## src/rtl/ffd_pkg.sv

```systemverilog
// Shared types for the first-fire decoder.
// Assumes nothing beyond the IEEE 1800-2017 enum rules.
package ffd_pkg;
    typedef enum logic [1:0] {
        ST_IDLE  = 2'd0,   // no frame open
        ST_INFER = 2'd1,   // inference frame, waiting for a first spike
        ST_TRAIN = 2'd2    // training frame, collecting spikes until frame end
    } ffd_state_e;
endpackage

```

## src/rtl/ffd_first_fire.sv

```systemverilog
// Priority pick of the lowest-index active spike.
// Assumes CLS_W can hold N_NEURONS; purely combinational.
module ffd_first_fire #(
    parameter int N_NEURONS = 4,
    parameter int CLS_W     = $clog2(N_NEURONS + 1)
) (
    input  logic [N_NEURONS-1:0] live,
    output logic                 any_hit,
    output logic [CLS_W-1:0]     win_idx
);
    // Scan from the top so the lowest index is written last and wins.
    always_comb begin
        win_idx = '0;
        for (int k = N_NEURONS - 1; k >= 0; k--) begin
            if (live[k]) win_idx = CLS_W'(k);
        end
    end

    // Any spike at all in this cycle.
    assign any_hit = |live;
endmodule

```

## src/rtl/ffd_target_map.sv

```systemverilog
// Reverse of the prefix code: turns a target class into the desired firing
// pattern. Neurons below the target must be silent, the target must fire,
// and the rest are independent. Assumes the target is held by the caller.
module ffd_target_map #(
    parameter int N_NEURONS = 4,
    parameter int CLS_W     = $clog2(N_NEURONS + 1)
) (
    input  logic [CLS_W-1:0]     target,
    output logic [N_NEURONS-1:0] must_fire,
    output logic [N_NEURONS-1:0] must_quiet
);
    // One comparison pair per neuron position.
    for (genvar j = 0; j < N_NEURONS; j++) begin : g_map
        assign must_fire[j]  = (target == CLS_W'(j));
        assign must_quiet[j] = (target >  CLS_W'(j));
    end
endmodule

```

## src/rtl/ffd_error_check.sv

```systemverilog
// Compares observed spikes against the desired pattern. Independent neurons
// (neither must_fire nor must_quiet) can never be flagged.
// Assumes must_fire and must_quiet never overlap.
module ffd_error_check #(
    parameter int N_NEURONS = 4
) (
    input  logic [N_NEURONS-1:0] must_fire,
    input  logic [N_NEURONS-1:0] must_quiet,
    input  logic [N_NEURONS-1:0] fired,
    output logic [N_NEURONS-1:0] flag,
    output logic [N_NEURONS-1:0] is_false_fire
);
    logic [N_NEURONS-1:0] miss_bits;
    logic [N_NEURONS-1:0] fire_bits;

    // Split the two error kinds, then merge them into a flag plus a type.
    always_comb begin
        miss_bits     = must_fire  & ~fired;
        fire_bits     = must_quiet &  fired;
        flag          = miss_bits | fire_bits;
        is_false_fire = fire_bits;
    end
endmodule

```

## src/rtl/first_fire_decoder.sv

```systemverilog
// Top level: frame control, first-fire class decode with cut-off in
// inference mode, and frame-end error reporting in training mode.
// Assumes frame_start is a one-cycle pulse that is not coincident with
// frame_end; spikes in the frame_start cycle are not counted.
module first_fire_decoder #(
    parameter int N_NEURONS = 4,
    parameter int CLS_W     = $clog2(N_NEURONS + 1)
) (
    input  logic                 clk,
    input  logic                 rst_n,
    input  logic                 frame_start,
    input  logic                 frame_end,
    input  logic                 learn_mode,
    input  logic [CLS_W-1:0]     target_class,
    input  logic [N_NEURONS-1:0] spike_in,
    output logic [N_NEURONS-1:0] cut_out,
    output logic [CLS_W-1:0]     class_out,
    output logic                 class_valid,
    output logic [N_NEURONS-1:0] err_vec,
    output logic [N_NEURONS-1:0] err_type,
    output logic                 err_valid
);
    import ffd_pkg::*;

    localparam logic [CLS_W-1:0] SILENT_CLASS = CLS_W'(N_NEURONS);

    ffd_state_e            state_q;
    logic [CLS_W-1:0]      tgt_q;
    logic [N_NEURONS-1:0]  fired_q;
    logic [N_NEURONS-1:0]  cut_q;
    logic [CLS_W-1:0]      class_q;
    logic                  class_vld_q;
    logic [N_NEURONS-1:0]  err_vec_q;
    logic [N_NEURONS-1:0]  err_type_q;
    logic                  err_vld_q;

    logic [N_NEURONS-1:0]  live;
    logic [N_NEURONS-1:0]  fired_all;
    logic                  any_hit;
    logic [CLS_W-1:0]      win_idx;
    logic [N_NEURONS-1:0]  must_fire;
    logic [N_NEURONS-1:0]  must_quiet;
    logic [N_NEURONS-1:0]  flag;
    logic [N_NEURONS-1:0]  ff_kind;

    // Spikes from neurons that are not cut, and the running training record.
    always_comb begin
        live      = spike_in & ~cut_q;
        fired_all = fired_q | spike_in;
    end

    ffd_first_fire #(.N_NEURONS(N_NEURONS), .CLS_W(CLS_W)) i_first (
        .live    (live),
        .any_hit (any_hit),
        .win_idx (win_idx)
    );

    ffd_target_map #(.N_NEURONS(N_NEURONS), .CLS_W(CLS_W)) i_map (
        .target     (tgt_q),
        .must_fire  (must_fire),
        .must_quiet (must_quiet)
    );

    ffd_error_check #(.N_NEURONS(N_NEURONS)) i_chk (
        .must_fire     (must_fire),
        .must_quiet    (must_quiet),
        .fired         (fired_all),
        .flag          (flag),
        .is_false_fire (ff_kind)
    );

    // Frame sequencing, class decision and error capture.
    always_ff @(posedge clk) begin
        if (!rst_n) begin
            state_q     <= ST_IDLE;
            tgt_q       <= '0;
            fired_q     <= '0;
            cut_q       <= '0;
            class_q     <= '0;
            class_vld_q <= 1'b0;
            err_vec_q   <= '0;
            err_type_q  <= '0;
            err_vld_q   <= 1'b0;
        end else begin
            class_vld_q <= 1'b0;
            err_vld_q   <= 1'b0;
            err_vec_q   <= '0;
            err_type_q  <= '0;
            if (frame_start) begin
                state_q <= learn_mode ? ST_TRAIN : ST_INFER;
                tgt_q   <= target_class;
                fired_q <= '0;
                cut_q   <= '0;
            end else begin
                case (state_q)
                    ST_INFER: begin
                        if (any_hit) begin
                            class_q     <= win_idx;
                            class_vld_q <= 1'b1;
                            cut_q       <= '1;
                            state_q     <= ST_IDLE;
                        end else if (frame_end) begin
                            class_q     <= SILENT_CLASS;
                            class_vld_q <= 1'b1;
                            cut_q       <= '1;
                            state_q     <= ST_IDLE;
                        end
                    end
                    ST_TRAIN: begin
                        fired_q <= fired_all;
                        if (frame_end) begin
                            err_vec_q  <= flag;
                            err_type_q <= ff_kind;
                            err_vld_q  <= 1'b1;
                            cut_q      <= '1;
                            state_q    <= ST_IDLE;
                        end
                    end
                    default: ;
                endcase
            end
        end
    end

    assign cut_out     = cut_q;
    assign class_out   = class_q;
    assign class_valid = class_vld_q;
    assign err_vec     = err_vec_q;
    assign err_type    = err_type_q;
    assign err_valid   = err_vld_q;
endmodule

```

## config.mk

```make
export PLATFORM = sky130hd
export DESIGN_NAME = first_fire_decoder
export DESIGN_NICKNAME = d
export VERILOG_FILES = /design/src/rtl/ffd_pkg.sv /design/src/rtl/ffd_first_fire.sv /design/src/rtl/ffd_target_map.sv /design/src/rtl/ffd_error_check.sv /design/src/rtl/first_fire_decoder.sv
export SDC_FILE = /design/constraint.sdc
export NUM_CORES = 1
export LEC_CHECK = 0
export ABC_AREA = 1
export BUFFER_PORTS_ARGS = -buffer_cell sky130_fd_sc_hd__buf_4
export CAP_MARGIN = 20
export CORE_MARGIN = 5
export CORE_UTILIZATION = 49
export DETAILED_ROUTE_END_ITERATION = 16
export PLACE_DENSITY = 0.76
export SLEW_MARGIN = 20
export SYNTH_ARGS = -nofsm -noshare
export SYNTH_HDL_FRONTEND = slang
export SYNTH_SLANG_ARGS = --single-unit
```

## constraint.sdc

```tcl
create_clock -name clk -period 1.6 [get_ports clk]
set_input_delay 0.16 -clock clk [delete_from_list [all_inputs] [get_ports clk]]
set_output_delay 0.16 -clock clk [all_outputs]
set_load 0.01 [all_outputs]
```

==> results of run 1 <==
==> final cells by class <==
class,count,area share [%]
clock buffer,4,2.891
tap,27,2.692
multi-input combinational,79,31.41
timing repair buffer,28,16.75
inverter,16,4.786
sequential,26,41.48
==> sequential cells by signal (all words and copies together), names as in the netlist <==
signal / cells
err_valid: 1
err_type: 4
fired_q: 4
tgt_q: 3
state_q: 2
cut_out: 4
err_vec: 4
class_out: 3
class_valid: 1
==> Yosys cell counts (all sizes together) <==
master,n
dfxtp,26
nand3,7
ha,3
nor2,21
nand2,21
or2,2
nor3,1
nand3b,1
o22ai,1
nand4,2
a21oi,16
o21ai,4
inv,16
==> worst min-delay path: stages <==
cell	delay [ns]
buf_4	0.07
nor2_1	0.03
nor2_1	0.08
==> layer usage <==
layer	part of all wire, %	GRT usage (%)	vias up
li1	-	-	451
met1	46	16.42	353
met2	47	26.18	20
met3	5.9	2.452	4
met4	1.1	6.224	0
met5	0	0	-
==> worst min path at each step <==
| stage | slack, ns | cells after the start | end |
|---|---|---|---|
| 2_1_floorplan | 0.28 | 2 | state_q[0] |
| 3_3_place_gp | 0.39 | 3 | tgt_q[1] |
| 3_5_place_dp | 0.40 | 3 | tgt_q[1] |
| 4_1_cts | 0.06 | 3 | tgt_q[1] |
| 5_1_grt | 0.07 | 3 | tgt_q[1] |
| 6_report | 0.06 | 3 | tgt_q[1] |
==> logic make-up after synthesis <==
group | Yosys count
and+or+nand+nor | 55
DFF | 26
adders and majority gates | 3
AOI/OAI and AO/OA | 21
buffers and inverters | 16
==> power groups by stage <==
stage	registers [mW]	logic, mW	clock network (mW)
6_report	0.678	0.139	0.324
5_1_grt	0.680	0.159	0.355
2_1_floorplan	0.694	0.0769	0
3_5_place_dp	0.692	0.139	0
3_3_place_gp	0.691	0.136	0
4_1_cts	0.678	0.140	0.333
==> stage by stage <==
step	hold slack [ns]	cell area, um^2	std cells	utilization (%)
final	0.06100	1255	180	65.30
after global routing	0.07354	1255	180	65.30
after CTS	0.05871	1255	180	65.30
after detailed placement	0.3978	1219	176	63.41
after global placement	0.3897	1219	176	63.41
after floorplan	0.2830	974.7	121	-
==> results.md, run 1 <==
- Clock-pin slew on the worst setup and hold paths: ~0.14 ns
- Layout area overhead: 28.75%
- Post-layout minimum cycle time: about 1.3 ns
- Hold path start: target_class[1]
- ANT nets after route: 0
- Int Power: roughly 0.86 mW
- Placement Setup Slack: 0.2929 ns
- Compound-Gate Fraction of Synth Area: 11.55%
- Die Y: 54.60 um
- Fmax: 750.0 MHz
- CP top delay family: flip-flops
- Root Driver: clkbuf_4
- Pwr/cell area: 908.4 nW/um^2
- Setup crit start: state_q[0]
- Largest net degree at the start of global routing: 15
- First-pass GRT wire length: 3111 um
- Worst-margin pin slew: 0.2300 ns
- Area of the multi-input gates: 394.1 um^2
- # clock sinks: 26
- Yosys top cell by area: dfxtp_1
- Worst EP arrival: 1.59 ns
- Die Area: around 3000 um^2
- Final period util: a little over four fifths
- Critical path's most frequent cell: inv_1
- Initial core utilization: 50.72%
- Iter 0 DRT Violations: 10
- Synth Area in Simple Gates: 25.03%
- Fill cells: 177
- LEAKAGE: 0.5735 nW
- Grt total ovfl: 0
- Post-Syn Area: 974.7 um^2
- Antenna violations before repair: 0
- Total power: 1.140 mW
- GP Congestion: 0.7573
- R2R Path End: err_vec[2]
- Slew margin rel.: 84.61%
- Placed wire-length estimate: 1503 um
- Worst r2r src: state_q[0]
- CTS tree: done
- Critical path endpoint category: flop
- CP bufs+invs: 3
- Final TNS setup: 0 ns
- Critical Path Sink: err_vec[2]
- R2R depth: 6
- Max Clock Skew: 0.006272 ns
- Most common cell after layout, fill and taps aside: buf_4
- Routed vias/inst: about 4.6
- RSZ-0062 raised after global routing: no
- Clk buf depth: 2
- CTS buffer count: 3
- Mux cell area share after synthesis: 0%
- P_sw: 0.2752 mW
- Storage cell area: 520.5 um^2
- Final worst setup slack: 0.2666 ns
- Top-level I/O count: 29
- Vias in the first global route: 794
- Tot GR Track Use: between 10% and 20%
- Final Hold Fails: 0
- Post_cts resized: 0
- Final #Nets: 169
- Post-CTS setup buffers: 0
- Type of origin of the critical path: flop
- Share of the synthesized area in the top cell type: 53.40%
- Critical path fanouts, max: 8
- Status: finished clean
- Part of the power in registers: about three fifths
- Synth area leaders: dfxtp_1, a21oi_1, nand2_1
- Crit path kind: flop to flop
- Site Rows: 16
- VDD IR max: ~0.57 mV
- Cell count after synthesis: 121
- Most frequent cells in the layout: buf_4, dfxtp_1, nand2_1
- Drt total wl: 1856 um
- Slowest stage delay, CP: 0.35 ns
- Setup-failing EPs final: 0
- # diodes: 0
- WL per Instance: 10.31 um
- Share of post-route cells with drive strength above 1: about a quarter
- Die width: between 50 and 60 um
- Drt drc: 0
- H-tree depth: 1
- Main combinational cell family by area after synthesis: simple AND/OR/NAND/NOR gates
- Via Count: 828
- Reg-to-reg slack, setup: 0.27 ns
- Clock power frac: 28.4%
- Mapped Nets: between 100 and 150
- Flops & latches, synth: 26
- # hold bufs at CTS: 0
- Hold Path Class: primary input to flop
- Final Max Tran Viols: 0
- Sw Share: 24.14%
- Skew-Pair Late Insertion Delay: 0.31 ns
- IO Port Bufs: 28
- Register area share after synthesis: 53.40%
- Core box area: between 1500 and 2000 um^2
- DRT Pass-1 Iters: 4
- Distinct cell type count after synthesis: 15
- Avg Cell Area, Syn: ~8 um^2
- Combinational share of power: 12.2%
- Levels on crit path: 6
- Req. time, crit path: approximately 1.9 ns
- Synth Area in Adders: between 3 and 4%
- Worst path cell trace: inv_1 -> ha_1 -> inv_1 -> nor3_4 -> inv_2 -> o22ai_2
- Maxcap violations: 0
- YS warnings: 0
- Synth Area in XOR/XNOR: 0%
- Slowest stage cell, crit path: dfxtp_1
No activity file was read; power rests on OpenSTA's default activity.
==> run 2, diff against run 1 <==
==> constraint.sdc (replaced) <==
create_clock -name clk -period 1.3 [get_ports clk]
set_input_delay 0.13 -clock clk [delete_from_list [all_inputs] [get_ports clk]]
set_output_delay 0.13 -clock clk [all_outputs]
set_load 0.01 [all_outputs]
==> run 2 against run 1 <==
Cell count increased by 0.56%. Critical path type unchanged. Core utilization increased by 0.52 points. Largest power group unchanged. Die area unchanged. Non-clock buffer count increased by 2.
==> results.md, run 2 (same netlist as run 1, synthesis figures left out) <==
- # hold bufs at CTS: 0 (unchanged)
- Layout area overhead: 29.78%
- Fill cells: 184 (+4.0%)
- Max Clock Skew: 0.006747 ns (+0.0004751 ns)
- Pwr/cell area: 1056 nW/um^2 (+16%)
- Die Area: 2981 um^2 (unchanged)
- Clk buf depth: 2 (unchanged)
- Dpl cells: 177 (+0.57%)
- Top-level I/O count: 29 (unchanged)
- Final cell count without fillers: 181 (+0.56%)
- Combinational share of power: 13.4% (+1.2 points)
- Worst-margin pin slew: 0.2272 ns (-0.002797 ns)
- DRT Pass-1 Iters: 4 (unchanged)
- Skew-Pair Late Insertion Delay: 0.31 ns (about the same)
- Site Rows: 16 (unchanged)
- VDD IR max: 0.9220 mV (+61%)
- Iter 0 DRT Violations: 23 (+13)
- First-pass GRT wire length: 3167 um (+1.8%)
- # clock sinks: 26 (unchanged)
- Post-layout util: 65.82% (+0.52 points)
- CTS buffer count: 3 (unchanged)
- Die Y: 54.60 um (unchanged)
- Largest net degree at the start of global routing: 14 (-1)
- Tot GR Track Use: 14.76% (+0.28 points)
- Fmax: 817.1 MHz (+8.9%)
- Slew margin rel.: 84.70% (about the same)
- Drt drc: 0 (unchanged)
- Worst EP arrival: 1.47 ns (-0.12 ns)
- P_sw: 0.3294 mW (+20%)
- Vias in the first global route: 751 (-5.4%)
- Hold Path Class: primary input to flop
- Share of post-route cells with drive strength above 1: 29.22% (+3.1 points)
- Critical path fanouts, max: 5 (-3)
- Final period util: 94.15% (+11 points)
- Type of origin of the critical path: flop
- GP Congestion: 0.7808 (+3.1%)
- Clock power frac: 24.2% (-4.2 points)
- Final Max Tran Viols: 0 (unchanged)
- Most frequent cells in the layout: buf_4, dfxtp_1, nor2_1, nand2_1, a21oi_1
- Sw Share: 24.65% (+0.52 points)
- Post-layout minimum cycle time: 1.224 ns (-0.1095 ns)
- LEAKAGE: 0.5778 nW (+0.75%)
- Via Count: 870 (+5.1%)
- Drt total wl: 1955 um (+5.3%)
- Core box area: 1922 um^2 (unchanged)
- Crit path kind: flop to flop
- Final worst setup slack: 0.07609 ns (-0.1905 ns)
- Final #Nets: 171 (+1.2%)
- Part of the power in registers: 62.4% (+3.0 points)
- Status: finished clean
- Routed vias/inst: 4.807 (+4.5%)
- # diodes: 0 (unchanged)
- CTS tree: done
- Final TNS setup: 0 ns (unchanged)
- Grt total ovfl: 0 (unchanged)
- IO Port Bufs: 28 (unchanged)
- Final Hold Fails: 0 (unchanged)
- Int Power: 1.007 mW (+16%)
- WL per Instance: 10.80 um (+4.8%)
- H-tree depth: 1 (unchanged)
- Critical path endpoint category: flop
- Initial core utilization: 50.72% (unchanged)
- Die width: 54.60 um (unchanged)
- Total power: 1.336 mW (+17%)
- ANT nets after route: 0 (unchanged)
- Antenna violations before repair: 0 (unchanged)
- Req. time, crit path: 1.55 ns (-0.31 ns)
- Clock-pin slew on the worst setup and hold paths: 0.13 ns (about the same)
- Setup-failing EPs final: 0 (unchanged)
- Placement Setup Slack: 0.07911 ns (-0.2137 ns)
- Placed wire-length estimate: 1592 um (+5.9%)
- Maxcap violations: 0 (unchanged)
- Root Driver: clkbuf_4
- Most common cell after layout, fill and taps aside: buf_4
-- run 2: cell count changes in the layout (fill, tap and decap cells not counted), sizes merged --
| cell | delta |
|---|---|
| buf | +2 |
| clkbuf | -1 |
-- run 2: power groups by stage --
stage          clock network (mW)  registers, mW  logic, mW
2_1_floorplan                   0          0.854     0.0947
6_report                    0.323          0.834      0.179
5_1_grt                     0.361          0.837      0.204
3_5_place_dp                    0          0.851      0.175
4_1_cts                     0.326          0.833      0.175
3_3_place_gp                    0          0.850      0.169
-- run 2: critical path, cell delays in order, from the launching register on --
cell and delay [ns]:
dfxtp_2 0.37, inv_1 0.05, ha_1 0.20, buf_4 0.16, nand2_2 0.07, nand3b_1 0.15
a21oi_1 0.17
-- run 2: what timing repair did --
action                     4_1_cts  5_1_grt
buffers inserted                 0        1
setup endpoints to repair        0        8
gates resized for setup          0        4
-- run 2: stage by stage --
stage	instance area, um^2	hold slack [ns]
6_report	1265	0.03022
5_1_grt	1265	0.01242
4_1_cts	1249	0.03143
3_5_place_dp	1226	0.3638
3_3_place_gp	1226	0.3583
2_1_floorplan	974.7	0.2530
-- run 2: metal layers --
layer  global-route usage [%]  part of all wire, %  vias up
met3                    5.450                  7.2        2
met2                    25.59                   50       24
met4                    3.734                 0.66        0
met5                        0                    0        -
li1                         -                    -      455
met1                    16.89                   42      389
-- run 2: path summary, 6_finish.rpt --
check	end	slack, ns	startpoint	cells after the start
setup / recovery	cut_out[2]	0.08	state_q[0]	6
hold / removal	tgt_q[1]	0.03	target_class[1]	3
setup reg to reg	cut_out[2]	0.08	state_q[0]	6
hold reg to reg	class_out[2]	0.48	class_out[2]	2
-- run 2: final cells by class --
type,instances,area [um^2],share of cell area [%]
clock buffer,3,22.52,1.780
inverter,16,60.06,4.748
multi-input combinational,79,401.6,31.75
sequential,26,521.8,41.25
tap,27,33.78,2.671
timing repair buffer,30,225.2,17.80
==> run 3, diff against run 2 <==
--- a/config.mk
+++ b/config.mk
@@ -9,10 +9,11 @@
 export BUFFER_PORTS_ARGS = -buffer_cell sky130_fd_sc_hd__buf_4
 export CAP_MARGIN = 20
 export CORE_MARGIN = 5
-export CORE_UTILIZATION = 49
+export CORE_UTILIZATION = 51
 export DETAILED_ROUTE_END_ITERATION = 16
-export PLACE_DENSITY = 0.76
+export PLACE_DENSITY = 0.77
 export SLEW_MARGIN = 20
 export SYNTH_ARGS = -nofsm -noshare
 export SYNTH_HDL_FRONTEND = slang
+export SYNTH_HIERARCHICAL = 1
 export SYNTH_SLANG_ARGS = --single-unit
==> run 3 against run 2 <==
Design area rose by 18%. Clock power barely moved. Critical endpoint is now cut_out[1]. First-iteration DRC count fell by 22%. Combinational power rose by 40%. Maximum frequency fell by 1.9%.
==> results.md, run 3 <==
- Status: finished clean
- IO Port Bufs: 28 (unchanged)
- Critical path endpoint category: flop
- Core box area: 2191 um^2 (+14%)
- # clock sinks: 26 (unchanged)
- Synth area leaders: dfxtp_1, inv_1, nor2_1
- RSZ-0062 raised after global routing: yes
- Share of the synthesized area in the top cell type: 45.12% (-8.3 points)
- Storage cell area: 529.3 um^2 (+1.4%)
- Post-layout minimum cycle time: 1.248 ns (+0.02392 ns)
- LEAKAGE: 0.7713 nW (+33%)
- Drt drc: 0 (unchanged)
- ANT nets after route: 0 (unchanged)
- Initial core utilization: 52.66% (+1.9 points)
- Hold Path Class: primary input to flop
- Final hold slack: 0.04062 ns (+0.01039 ns)
- CTS tree: done
- Count leader, synth: inv_1
- Fmax: 801.4 MHz (-1.9%)
- Total power: 1.414 mW (+5.8%)
- Antenna violations before repair: 0 (unchanged)
- Worst path cell trace: nor2_2 -> inv_2 -> nand4_1 -> inv_1 -> nand2_2 -> nand3b_1 -> a21oi_1
- CTS buffer count: 3 (unchanged)
- Worst EP arrival: 1.49 ns (+0.02 ns)
- Most frequent cells in the layout: buf_4, inv_1, nand2_1
- Top-level I/O count: 29 (unchanged)
- Routed vias/inst: 4.498 (-6.4%)
- # diodes: 0 (unchanged)
- Crit path kind: flop to flop
- Drt total wl: 2341 um (+20%)
- Area of the multi-input gates: 490.5 um^2 (+22%)
- Placed wire-length estimate: 1809 um (+14%)
- Grt total ovfl: 0 (unchanged)
- Slowest stage cell, crit path: dfxtp_2
- Placement Setup Slack: -0.003545 ns (-0.08266 ns)
- Die Area: 3313 um^2 (+11%)
- Flops & latches, synth: 26 (unchanged)
- Routing usage on met1: 13.81% (-3.1 points)
- Iter 0 DRT Violations: 18 (-22%)
- M2 GR Usage: 30.00% (+4.4 points)
- Final Max Tran Viols: 0 (unchanged)
- Most common cell after layout, fill and taps aside: buf_4
- Post-synth top cells: inv_1, nor2_1, dfxtp_1, nand2_1, a21oi_1
- Layout area overhead: 29.50%
- Skew-Pair Late Insertion Delay: 0.30 ns (about the same)
- Yosys top cell by area: dfxtp_1
- P_sw: 0.3726 mW (+13%)
- Final cell count without fillers: 225 (+24%)
- Post-synth EDFFs: 0 (unchanged)
- Final period util: 95.99% (+1.8 points)
- VDD IR max: 0.7146 mV (-22%)
- Fin area: 1494 um^2 (+18%)
- Final worst setup slack: 0.05217 ns (-0.02392 ns)
- Cell count after synthesis: 162 (+34%)
- Type of origin of the critical path: flop
- Largest net degree at the start of global routing: 14 (unchanged)
- Slowest stage delay, CP: 0.35 ns (-0.02 ns)
- Clock-pin slew on the worst setup and hold paths: 0.13 ns (about the same)
- Pwr/cell area: 946.6 nW/um^2 (-10%)
- Clock power frac: 22.7% (-1.5 points)
- Distinct cell type count after synthesis: 22 (+7)
- Tot GR Track Use: 14.74% (-0.019 points)
- Req. time, crit path: 1.54 ns (about the same)
- Maxcap violations: 0 (unchanged)
- GP Congestion: 0.8295 (+6.2%)
- Register area share after synthesis: 45.12% (-8.3 points)
- Share of post-route cells with drive strength above 1: 35.03% (+5.8 points)
- Clk buf depth: 2 (unchanged)
- Dpl cells: 216 (+22%)
- YS warnings: 6 (+6)
- Int Power: 1.041 mW (+3.4%)
- Post-synth ARST share: 0% (unchanged)
- Part of the power in registers: 59.7% (-2.7 points)
- Via Count: 1012 (+16%)
- Sw Share: 26.35% (+1.7 points)
- Mapped Nets: 176 (+29%)
- Fill cells: 188 (+2.2%)
- Final #Nets: 213 (+25%)
- Max Clock Skew: 0.003524 ns (-0.003224 ns)
- Vias in the first global route: 1021 (+36%)
- Combinational share of power: 17.6% (+4.2 points)
- Avg Cell Area, Syn: 7.121 um^2 (-12%)
- Placed instance area: 1390 um^2 (+13%)
- Final Hold Fails: 0 (unchanged)
- Critical path fanouts, max: 4 (-1)
- DRT Pass-1 Iters: 4 (unchanged)
- M3 GR Usage: 3.620% (-1.8 points)
- Die Y: 57.56 um (+5.4%)
- Die width: 57.56 um (+5.4%)
- Post-Syn Area: 1154 um^2 (+18%)
- Site Rows: 17 (+1)
- Setup-failing EPs final: 0 (unchanged)
- # hold bufs at CTS: 0 (unchanged)
- H-tree depth: 1 (unchanged)
- Post-synth top flop: dfxtp_1
- Root Driver: clkbuf_4
- WL per Instance: 10.40 um (-3.7%)
- First-pass GRT wire length: 3919 um (+24%)
- GRT busiest layer: met2
## run 3: changes by cell type after synthesis, moves of 2 or more
cell / delta
nand2_2: +2
nand2_1: +5
inv_1: +23
inv_2: +2
or2_2: +2
nor2_4: +2
nor2_1: +8
a21oi_1: -4
nand3_1: -3
a21oi_2: +3
## run 3: worst max-delay path, delay by kind of cell, from the launching register on
family	cells	cell delay [ns]
buf+inv	2	0.14
compound gates	1	0.18
flops	1	0.35
simple gates	4	0.51
## run 3: final timing paths
check	startpoint	cells after the start	endpoint	slack, ns
hold reg to reg	fired_q[2]	2	fired_q[2]	0.48
hold / removal	target_class[0]	3	tgt_q[0]	0.04
setup reg to reg	cut_out[1]	7	cut_out[1]	0.05
setup / recovery	cut_out[1]	7	cut_out[1]	0.05
## run 3: power groups by stage
stage / sequential [mW] / clock [mW] / combinational [mW]
3_3_place_gp: 0.856 / 0 / 0.213
5_1_grt: 0.847 / 0.367 / 0.283
4_1_cts: 0.842 / 0.342 / 0.227
6_report: 0.844 / 0.321 / 0.250
3_5_place_dp: 0.857 / 0 / 0.221
2_1_floorplan: 0.859 / 0 / 0.138
## run 3: through the flow
| stage | util (%) | TNS [ns] |
|---|---|---|
| 2_1_floorplan | - | 0 |
| 3_3_place_gp | 63.45 | 0 |
| 3_5_place_dp | 63.45 | -0.003545 |
| 4_1_cts | 65.28 | 0 |
| 5_1_grt | 68.19 | -0.1369 |
| 6_report | 68.19 | 0 |
## run 3: area by class of cell
| type | count | area share, % |
|---|---|---|
| repair buffers | 35 | 17.59 |
| inverters | 41 | 10.30 |
| multi-input cells | 92 | 32.83 |
| well taps | 28 | 2.345 |
| clock buffers | 3 | 1.508 |
| flip-flops and latches | 26 | 35.43 |
## run 3: repair_timing
item / 4_1_cts / 5_1_grt
gates resized for setup: 4 / 12
pin swaps: 4 / 9
hold endpoints to repair: 0 / 0
setup endpoints to repair: 4 / 6
buffers inserted: 1 / 5
## run 3: cells by family after synthesis
logic type | Yosys count | synth area share (%)
AO/OA/AOI/OAI | 19 | 9.436
adder cells (fa/ha/maj) | 2 | 2.169
buffers and inverters | 44 | 14.75
flip-flops | 26 | 45.12
other | 1 | 0.3251
AND/OR/NAND/NOR | 70 | 28.20
## run 3: metal layers
metal	share of wire (%)	up-vias
li1	-	543
met1	41	448
met2	53	17
met3	4.3	4
met4	1.2	0
met5	0	-
